$ cat config.mk
export PLATFORM = sky130hd
export DESIGN_NAME = pmw_blockwrite
export DESIGN_NICKNAME = d
export VERILOG_FILES = /design/src/rtl/pmw_pkg.sv /design/src/rtl/pmw_unlock.sv /design/src/rtl/pmw_wbuf.sv /design/src/rtl/pmw_seq.sv /design/src/rtl/pmw_blockwrite.sv
export SDC_FILE = /design/constraint.sdc
export NUM_CORES = 1
export LEC_CHECK = 0
export ABC_AREA = 1
export BUFFER_PORTS_ARGS = -buffer_cell sky130_fd_sc_hd__clkbuf_2
export CAP_MARGIN = 0
export CORE_ASPECT_RATIO = 1.5
export CORE_MARGIN = 2
export CORE_UTILIZATION = 57
export CTS_BUF_LIST = sky130_fd_sc_hd__clkbuf_2 sky130_fd_sc_hd__clkbuf_4 sky130_fd_sc_hd__clkbuf_8
export DETAILED_ROUTE_END_ITERATION = 10
export PLACE_DENSITY = 0.81
export SLEW_MARGIN = 20
export SYNTH_ARGS = -nofsm -noshare
export SYNTH_HDL_FRONTEND = slang
export SYNTH_SLANG_ARGS = --single-unit
$ cat constraint.sdc
create_clock -name clk -period 1.8 [get_ports clk]
set_input_delay 0.27 -clock clk [delete_from_list [all_inputs] [get_ports clk]]
set_output_delay 0.27 -clock clk [all_outputs]
set_load 0.02 [all_outputs]
$ cat src/rtl/pmw_pkg.sv
package pmw_pkg;

    localparam int ADDR_W = 13;
    localparam int WORD_W = 14;
    localparam int LO_W   = 8;
    localparam int HI_W   = WORD_W - LO_W;
    localparam int AHI_W  = ADDR_W - LO_W;
    localparam int SLOTS  = 4;
    localparam int OFF_W  = $clog2(SLOTS);
    localparam int SEL_W  = 3;

    localparam logic [WORD_W-1:0] ERASED = {WORD_W{1'b1}};
    localparam logic [7:0] KEY_FIRST  = 8'h55;
    localparam logic [7:0] KEY_SECOND = 8'hAA;
    localparam int CTL_PGM_BIT = 7;
    localparam int CTL_WR_BIT  = 1;

    typedef enum logic [SEL_W-1:0] {
        SEL_ALO = 3'd0,
        SEL_AHI = 3'd1,
        SEL_DLO = 3'd2,
        SEL_DHI = 3'd3,
        SEL_CTL = 3'd4,
        SEL_KEY = 3'd5
    } regsel_e;

    typedef enum logic [1:0] {
        UL_IDLE,
        UL_HALF,
        UL_OPEN
    } unlock_e;

    typedef enum logic [1:0] {
        PH_IDLE,
        PH_SETUP,
        PH_COMMIT
    } phase_e;

    typedef struct packed {
        logic [ADDR_W-1:0] addr;
        logic [WORD_W-1:0] word;
    } req_t;

    function automatic logic wp_hit(input logic [ADDR_W-1:0] a, input logic [1:0] wp);
        logic hit;
        case (wp)
            2'd0:    hit = 1'b0;
            2'd1:    hit = (a[ADDR_W-1:8] == '0);
            2'd2:    hit = !a[ADDR_W-1];
            default: hit = 1'b1;
        endcase
        return hit;
    endfunction

endpackage

$ cat src/rtl/pmw_unlock.sv
module pmw_unlock
    import pmw_pkg::*;
(
    input  logic             clk,
    input  logic             rst,
    input  logic             reg_we,
    input  logic [SEL_W-1:0] reg_sel,
    input  logic [7:0]       reg_wdata,
    output logic             opened
);

    unlock_e st, st_nx;

    always_comb begin
        st_nx = st;
        if (reg_we) begin
            if (reg_sel == SEL_KEY) begin
                if (st == UL_IDLE && reg_wdata == KEY_FIRST)
                    st_nx = UL_HALF;
                else if (st == UL_HALF && reg_wdata == KEY_SECOND)
                    st_nx = UL_OPEN;
                else
                    st_nx = UL_IDLE;
            end else begin
                st_nx = UL_IDLE;
            end
        end
    end

    always_ff @(posedge clk) begin
        if (rst) st <= UL_IDLE;
        else     st <= st_nx;
    end

    assign opened = (st == UL_OPEN);

endmodule

$ cat src/rtl/pmw_wbuf.sv
module pmw_wbuf
    import pmw_pkg::*;
#(
    parameter int NSLOT = SLOTS,
    localparam int SW = $clog2(NSLOT)
)(
    input  logic                    clk,
    input  logic                    rst,
    input  logic                    load,
    input  logic [SW-1:0]           slot,
    input  logic [WORD_W-1:0]       word,
    output logic [NSLOT*WORD_W-1:0] flat
);

    for (genvar s = 0; s < NSLOT; s++) begin : g_slot
        logic [WORD_W-1:0] q;
        always_ff @(posedge clk) begin
            if (rst)
                q <= ERASED;
            else if (load && slot == SW'(s))
                q <= word;
        end
        assign flat[s*WORD_W +: WORD_W] = q;
    end

endmodule

$ cat src/rtl/pmw_seq.sv
module pmw_seq
    import pmw_pkg::*;
#(
    parameter int STALL_CYC = 16,
    parameter int SETUP_CYC = 2,
    localparam int TOP = (STALL_CYC > SETUP_CYC) ? STALL_CYC : SETUP_CYC,
    localparam int CW  = $clog2(TOP + 1)
)(
    input  logic clk,
    input  logic rst,
    input  logic start,
    input  logic start_last,
    output logic load,
    output logic busy,
    output logic in_commit,
    output logic erase_cmd,
    output logic prog_cmd,
    output logic done
);

    phase_e        ph;
    logic [CW-1:0] cnt;
    logic          last_q;

    wire setup_end  = (ph == PH_SETUP)  && (cnt == CW'(SETUP_CYC - 1));
    wire commit_end = (ph == PH_COMMIT) && (cnt == CW'(STALL_CYC - 1));

    always_ff @(posedge clk) begin
        if (rst) begin
            ph     <= PH_IDLE;
            cnt    <= '0;
            last_q <= 1'b0;
            done   <= 1'b0;
        end else begin
            case (ph)
                PH_IDLE: begin
                    if (start) begin
                        ph     <= PH_SETUP;
                        cnt    <= '0;
                        last_q <= start_last;
                        done   <= 1'b0;
                    end
                end
                PH_SETUP: begin
                    if (setup_end) begin
                        cnt <= '0;
                        ph  <= last_q ? PH_COMMIT : PH_IDLE;
                    end else begin
                        cnt <= cnt + 1'b1;
                    end
                end
                PH_COMMIT: begin
                    if (commit_end) begin
                        cnt  <= '0;
                        ph   <= PH_IDLE;
                        done <= 1'b1;
                    end else begin
                        cnt <= cnt + 1'b1;
                    end
                end
                default: ph <= PH_IDLE;
            endcase
        end
    end

    assign load      = setup_end;
    assign busy      = (ph != PH_IDLE);
    assign in_commit = (ph == PH_COMMIT);
    assign erase_cmd = in_commit && (cnt == '0);
    assign prog_cmd  = commit_end;

endmodule

$ cat src/rtl/pmw_blockwrite.sv
module pmw_blockwrite
    import pmw_pkg::*;
#(
    parameter int STALL_CYC = 16
)(
    input  logic                    clk,
    input  logic                    rst,
    input  logic                    reg_we,
    input  logic [SEL_W-1:0]        reg_sel,
    input  logic [7:0]              reg_wdata,
    input  logic [1:0]              wp_cfg,
    output logic                    stall,
    output logic                    wr_busy,
    output logic                    done,
    output logic                    mem_erase,
    output logic                    mem_prog,
    output logic [ADDR_W-1:0]       mem_blk_addr,
    output logic [SLOTS*WORD_W-1:0] mem_blk_data
);

    logic [LO_W-1:0]  alo, dlo;
    logic [AHI_W-1:0] ahi;
    logic [HI_W-1:0]  dhi;
    logic             pgm_sel;
    req_t             req;
    logic             opened, start, load, busy;

    wire [ADDR_W-1:0] cur_addr = {ahi, alo};

    always_ff @(posedge clk) begin
        if (rst) begin
            alo     <= '0;
            ahi     <= '0;
            dlo     <= '0;
            dhi     <= '0;
            pgm_sel <= 1'b0;
        end else if (reg_we) begin
            case (reg_sel)
                SEL_ALO: alo     <= reg_wdata;
                SEL_AHI: ahi     <= reg_wdata[AHI_W-1:0];
                SEL_DLO: dlo     <= reg_wdata;
                SEL_DHI: dhi     <= reg_wdata[HI_W-1:0];
                SEL_CTL: pgm_sel <= reg_wdata[CTL_PGM_BIT];
                default: ;
            endcase
        end
    end

    pmw_unlock u_unlock (
        .clk       (clk),
        .rst       (rst),
        .reg_we    (reg_we),
        .reg_sel   (reg_sel),
        .reg_wdata (reg_wdata),
        .opened    (opened)
    );

    assign start = reg_we && (reg_sel == SEL_CTL) && opened && pgm_sel
                && reg_wdata[CTL_PGM_BIT] && reg_wdata[CTL_WR_BIT]
                && !busy && !wp_hit(cur_addr, wp_cfg);

    always_ff @(posedge clk) begin
        if (rst)
            req <= '0;
        else if (start)
            req <= '{addr: cur_addr, word: {dhi, dlo}};
    end

    pmw_seq #(.STALL_CYC(STALL_CYC)) u_seq (
        .clk        (clk),
        .rst        (rst),
        .start      (start),
        .start_last (cur_addr[OFF_W-1:0] == OFF_W'(SLOTS - 1)),
        .load       (load),
        .busy       (busy),
        .in_commit  (stall),
        .erase_cmd  (mem_erase),
        .prog_cmd   (mem_prog),
        .done       (done)
    );

    pmw_wbuf #(.NSLOT(SLOTS)) u_wbuf (
        .clk  (clk),
        .rst  (rst),
        .load (load),
        .slot (req.addr[OFF_W-1:0]),
        .word (req.word),
        .flat (mem_blk_data)
    );

    assign wr_busy      = busy;
    assign mem_blk_addr = {req.addr[ADDR_W-1:OFF_W], {OFF_W{1'b0}}};

endmodule

* Word level (Yosys, flattened, before mapping)
Index checks and enable logic that the tools add are counted. Widths: inputs -> output; s select.
Operators by class: add/subtract/negate cells 1, equality and inequality tests 22, multiplexer cells 16, reduce and logical (&&, ||, !) cells 38
Operators by type and width (number):
- $logic_and 1x1->1 | 16
- $mux 5 | 3
- $pmux 5 s3 | 1
- $mux 2 | 7
- $reduce_and 2->1 | 7
- $eq 2x2->1 const B | 6
- $logic_not 5->1 | 2
- $eq 2x1->1 const B | 4
- $eq 8x7->1 const B | 1
- $eq 8x8->1 const B | 1
- $logic_not 2->1 | 4
- $eq 3x2->1 const B | 2
- $eq 3x3->1 const B | 2
- $pmux 2 s3 | 1
- $reduce_and 3->1 | 2
- $add 5x1->5 const B | 1
- $eq 5x1->1 const B | 1
- $eq 5x4->1 const B | 1
- $ne 2x2->1 const B | 2
- $reduce_bool 2->1 | 2
- $eq 3x1->1 const B | 1
- $logic_not 1->1 | 3
- $logic_not 3->1 | 1
- $pmux 1 s3 | 1
- other kinds (4) | 5
Storage, ports and cells: bits in registers 122, output and inout port bits 74, logic and storage cells 93

* Depth between registers and ports, before layout
depth after elaboration 10, mapped depth 12, mapped depth without buffers 12

* Cells and area by module
A second synthesis with hierarchy kept.
Unflattened totals: cells, all modules 691, area total of the unflattened synthesis 5285.1 um2
By module, submodules not included:
- pmw_blockwrite | instances 1, cells each 307, area an instance 2307.2 um2
- pmw_wbuf | instances 1, cells each 257, area an instance 2147.1 um2
- pmw_seq | instances 1, cells each 90, area an instance 650.6 um2
- pmw_unlock | instances 1, cells each 37, area an instance 180.2 um2

* Least setup slack after synthesis
No wires, ideal clock.
path type reg2reg, start register u_seq.cnt[0], end register u_seq.cnt[0], library setup time 0.064 ns, arrival time 1.455 ns, data required time 1.736 ns, setup slack 0.281 ns, stages on the path, launching flop included 10, period minus slack after synthesis 1.519 ns, path through dfxtp_1 -> ha_1 -> inv_1 -> nor3_1 -> ha_1 -> o21ai_0 -> nand3_1 -> nand3_1 -> nand2_1 -> nor2_1
On the way: longest elaborated chain between the ends 4, elaborated cells on any way between the ends 8
Ends and longest elaborated chain:
- start: declaration | RTL line pmw_seq.sv:22 | logic [CW-1:0] cnt;
- start signal: assignment | RTL line pmw_seq.sv:49 | cnt <= cnt + 1'b1;
- start signal: assignment | RTL line pmw_seq.sv:58 | cnt <= cnt + 1'b1;
- parallel branches: the longest is 3 deep, another holds $add 5x1->5
- $pmux 5 s3 (*) | RTL line pmw_seq.sv:35 | case (ph)
Every way passes the cells marked *. A chain may end at the register's enable or synchronous reset.

* Worst setup path in the final report
start register u_seq.cnt[2], end output port mem_prog
On the way: longest elaborated chain between the ends 2
Ends and longest elaborated chain:
- $eq 5x4->1 | RTL line pmw_seq.sv:26 | wire commit_end = (ph == PH_COMMIT) && (cnt == CW'(STALL_CYC - 1));
- $logic_and 1x1->1 | RTL line pmw_seq.sv:26
- end: declaration | RTL line pmw_blockwrite.sv:16 | output logic mem_prog,
Every way passes these cells.

==> impl_metrics.xml <==
<?xml version="1.0" encoding="UTF-8"?>
<metrics>
  <group name="status">
    <metric name="run_status" unit="">finished, final reports clean</metric>
  </group>
  <group name="floorplan">
    <metric name="die_width" unit="µm">79.5</metric>
    <metric name="core_region_area" unit="µm²">8360</metric>
    <metric name="chipHeight" unit="µm">117</metric>
    <metric name="initial_util" unit="%">58.3</metric>
    <metric name="floorplan.die_area" unit="µm²">9330</metric>
    <metric name="design.portCount" unit="">90</metric>
    <metric name="placementRows" unit="">41</metric>
  </group>
  <group name="placed_design">
    <metric name="placed_area" unit="µm²">5220</metric>
    <metric name="gpl.final_weighted_congestion" unit="">0.843</metric>
    <metric name="place_inst" unit="">723</metric>
    <metric name="port_buffers" unit="">87</metric>
    <metric name="post-dp-hpwl" unit="µm">7490</metric>
  </group>
  <group name="setup_path">
    <metric name="cp_cell_sequence" unit="">inv_1 &gt; nor3_2 &gt; ha_2 &gt; nand2_2 &gt; inv_2 &gt; buf_8</metric>
    <metric name="cp.required" unit="ps">1530</metric>
    <metric name="crit_path_start_kind" unit="">flip-flop</metric>
    <metric name="critical_path.slowest_cell" unit="">sky130_fd_sc_hd__dfxtp_4</metric>
    <metric name="kind_of_end_point_of_the_critical_path" unit="">output pin</metric>
    <metric name="timing_worst_setup_path_type" unit="">reg -&gt; out</metric>
    <metric name="arrival_time_at_the_worst_endpoint" unit="ps">1520</metric>
    <metric name="maximum_fanout_encountered_on_the_critical_timing_path" unit="">6</metric>
    <metric name="regToRegSetupSlack" unit="ps">60</metric>
    <metric name="critical_path.n_buffers_inverters" unit="">3</metric>
    <metric name="worst_path_dominant_cell_family" unit="">flip-flops</metric>
    <metric name="critPathMaxStageDelay" unit="ps">390</metric>
  </group>
  <group name="timing">
    <metric name="worst_slew_margin_relative_to_its_limit" unit="%">65.6</metric>
    <metric name="grt_setup_unrepaired" unit="">true</metric>
    <metric name="max_clock_freq" unit="MHz">560</metric>
    <metric name="setup_viol" unit="">0</metric>
    <metric name="finalWorstPathRequiredPeriod" unit="ps">1790</metric>
    <metric name="hold_slack" unit="ps">121</metric>
    <metric name="final.period_utilization" unit="%">99.2</metric>
    <metric name="timing.final.hold_violations" unit="">0</metric>
    <metric name="timing_max_transition_violations_final" unit="">0</metric>
    <metric name="worst_clock_skew" unit="ps">7.33</metric>
    <metric name="max_slew.worst_pin.slew" unit="ps">515</metric>
  </group>
  <group name="layout">
    <metric name="layout.cells.most_common_list" unit="">118 x sky130_fd_sc_hd__dfxtp_1, 85 x sky130_fd_sc_hd__clkbuf_2, 81 x sky130_fd_sc_hd__nand2_1, 57 x sky130_fd_sc_hd__a21oi_1, 50 x sky130_fd_sc_hd__o21ai_0</metric>
    <metric name="fin_nets" unit="">664</metric>
    <metric name="num_antenna_cells" unit="">0</metric>
    <metric name="mostFrequentLayoutCell" unit="">sky130_fd_sc_hd__dfxtp_1</metric>
    <metric name="post-route-cell-area" unit="µm²">5760</metric>
    <metric name="drive_gt1_share" unit="%">26.7</metric>
    <metric name="final-instance-count-excl-fill" unit="">759</metric>
    <metric name="syn2layout_area_growth" unit="%">18.1</metric>
  </group>
  <group name="grt">
    <metric name="global_route_wire_length_before_repair" unit="µm">17900</metric>
    <metric name="antenna_violations_before_repair" unit="">0</metric>
    <metric name="grt_max_degree" unit="">76</metric>
    <metric name="remaining_overflow_grt" unit="">0</metric>
    <metric name="grtUsageTotal" unit="%">24.5</metric>
    <metric name="grt_pass1_vias" unit="">3791</metric>
  </group>
  <group name="synthesis">
    <metric name="synth.avg_cell_area" unit="µm²">8.63</metric>
    <metric name="synth_register_bits" unit="">122</metric>
    <metric name="synthesis.yosys.warnings" unit="">0</metric>
    <metric name="postSynthCellCount" unit="">565</metric>
    <metric name="ys_seq_area_share" unit="%">50.1</metric>
    <metric name="post_synth_instance_area" unit="µm²">4880</metric>
    <metric name="post_synth_num_cell_types" unit="">31</metric>
  </group>
  <group name="route">
    <metric name="via_count" unit="">4141</metric>
    <metric name="drt_pre_antenna_iters" unit="">5</metric>
    <metric name="wire_per_inst" unit="µm">14.6</metric>
    <metric name="dr_wl_met3" unit="µm">599</metric>
    <metric name="wl_met1" unit="µm">4460</metric>
    <metric name="drc_errors" unit="">0</metric>
    <metric name="avgViaCountPerCell" unit="">5.46</metric>
    <metric name="met2_length" unit="µm">5530</metric>
    <metric name="dr.max_layer_used" unit="">met4</metric>
    <metric name="post_route_wl" unit="µm">11100</metric>
    <metric name="drtAntennaViolNets" unit="">0</metric>
    <metric name="initialDrtViolationCount" unit="">212</metric>
  </group>
  <group name="power_and_ir_drop">
    <metric name="irDropWorstVdd" unit="µV">653</metric>
    <metric name="share_of_total_power_in_the_clock_network" unit="%">46.8</metric>
    <metric name="internal_power" unit="mW">4.32</metric>
    <metric name="power.share.sequential" unit="%">50.1</metric>
    <metric name="power_density" unit="nW/µm²">945</metric>
    <metric name="pwr-share-comb" unit="%">3.1</metric>
    <metric name="leakage" unit="nW">2.68</metric>
    <metric name="power_switching" unit="mW">1.13</metric>
    <metric name="sw_frac_of_total" unit="%">20.7</metric>
  </group>
  <group name="clock_tree">
    <metric name="cts_max_level" unit="">4</metric>
    <metric name="clkLatencyLatePin" unit="ps">430</metric>
    <metric name="clk_pin_slew" unit="ps">70</metric>
    <metric name="cts_root_buffer" unit="">sky130_fd_sc_hd__clkbuf_8</metric>
    <metric name="cts.sinks" unit="">122</metric>
    <metric name="tritoncts.num_buffers" unit="">17</metric>
    <metric name="cts-root-to-sink-buffers" unit="">2</metric>
    <metric name="cts_tree" unit="">yes</metric>
  </group>
  <group name="hold_path">
    <metric name="min-delay-path-class" unit="">in -&gt; reg</metric>
  </group>
  <group name="job">
    <metric name="cap_violations" unit="">0</metric>
  </group>
</metrics>
[path summary, 6_finish.rpt]
check	startpoint	endpoint	depth (start not counted)
worst max-delay path	u_seq.cnt[2]$_SDFFE_PP0P_	mem_prog	6
worst min register to register	alo[7]$_SDFFE_PP0P_	alo[7]$_SDFFE_PP0P_	2
worst min-delay path	rst	u_seq.done$_SDFFE_PP0P_	2
worst max register to register	u_seq.cnt[1]$_SDFFE_PP0P_	u_wbuf.g_slot[1].q[8]$_SDFFE_PP1P_	8
[logic make-up after synthesis]
logic type,share of synthesized area [%]
AO/OA/AOI/OAI,21.6
buffers and inverters,10.8
flip-flops,50.1
AND/OR/NAND/NOR,15.5
other,0.0769
adder cells (fa/ha/maj),2.05
[cell usage after synthesis (all sizes together)]
cell,count,area [µm²]
a21oi,58,294
nand4,3,31.3
ha,8,100
inv,58,218
clkinv,4,16.3
nand3b,1,7.51
nor2,40,175
nand3,23,153
nor3,3,20.0
o21ai,55,275
buf,30,244
o211ai,56,475
nand2,84,330
dfxtp,122,2440
nor4,6,37.5
a21boi,1,7.51
conb,1,3.75
clkbuf,12,47.6
[flip-flops by register name (all words and copies together) (netlist names), 5 cells and up]
signal / count
u_wbuf.g_slot.q: 56
req: 16
mem_blk_addr: 11
u_seq.cnt: 5
ahi: 5
alo: 8
dlo: 8
dhi: 6
[metal layers]
metal / vias to the layer above / GRT usage (%)
li1: 2046 / -
met1: 1916 / 27.7
met2: 141 / 39.9
met3: 38 / 7.00
met4: 0 / 15.0
met5: - / 0
[repair_timing]
action                     in CTS  in global routing
resized for setup              15                 19
hold buffers                    0                  0
setup endpoints to repair       1                 69
pin swaps                       4                  5
cloned                          0                  1
setup buffers                   3                  1
[power by group through the flow]
stage          Clock, mW  Sequential (mW)  Combinational, mW
2_1_floorplan          0             2.79              0.107
3_3_place_gp           0             2.79              0.158
3_5_place_dp           0             2.79              0.163
4_1_cts             2.59             2.73              0.165
5_1_grt             2.72             2.73              0.188
6_report            2.55             2.73              0.167
[layout make-up]
class	count	area [µm²]
flip-flops and latches	122	2450
repair buffers	96	541
clock buffers	23	310
clock inverters	8	115
well taps	107	134
inverters	62	236
fillers	672	2600
multi-input cells	341	1970
[stage by stage]
stage	utilization, %	worst slack, ps	power (mW)	setup TNS (ps)
after floorplan	-	281	2.90	0
after global placement	62.5	169	2.95	0
after detailed placement	62.5	51.7	2.96	0
after CTS	68.3	-92.2	5.49	-128
after global routing	68.9	-92.9	5.63	-1120
final	68.9	13.6	5.44	0
(Power assumes the default switching activity.)
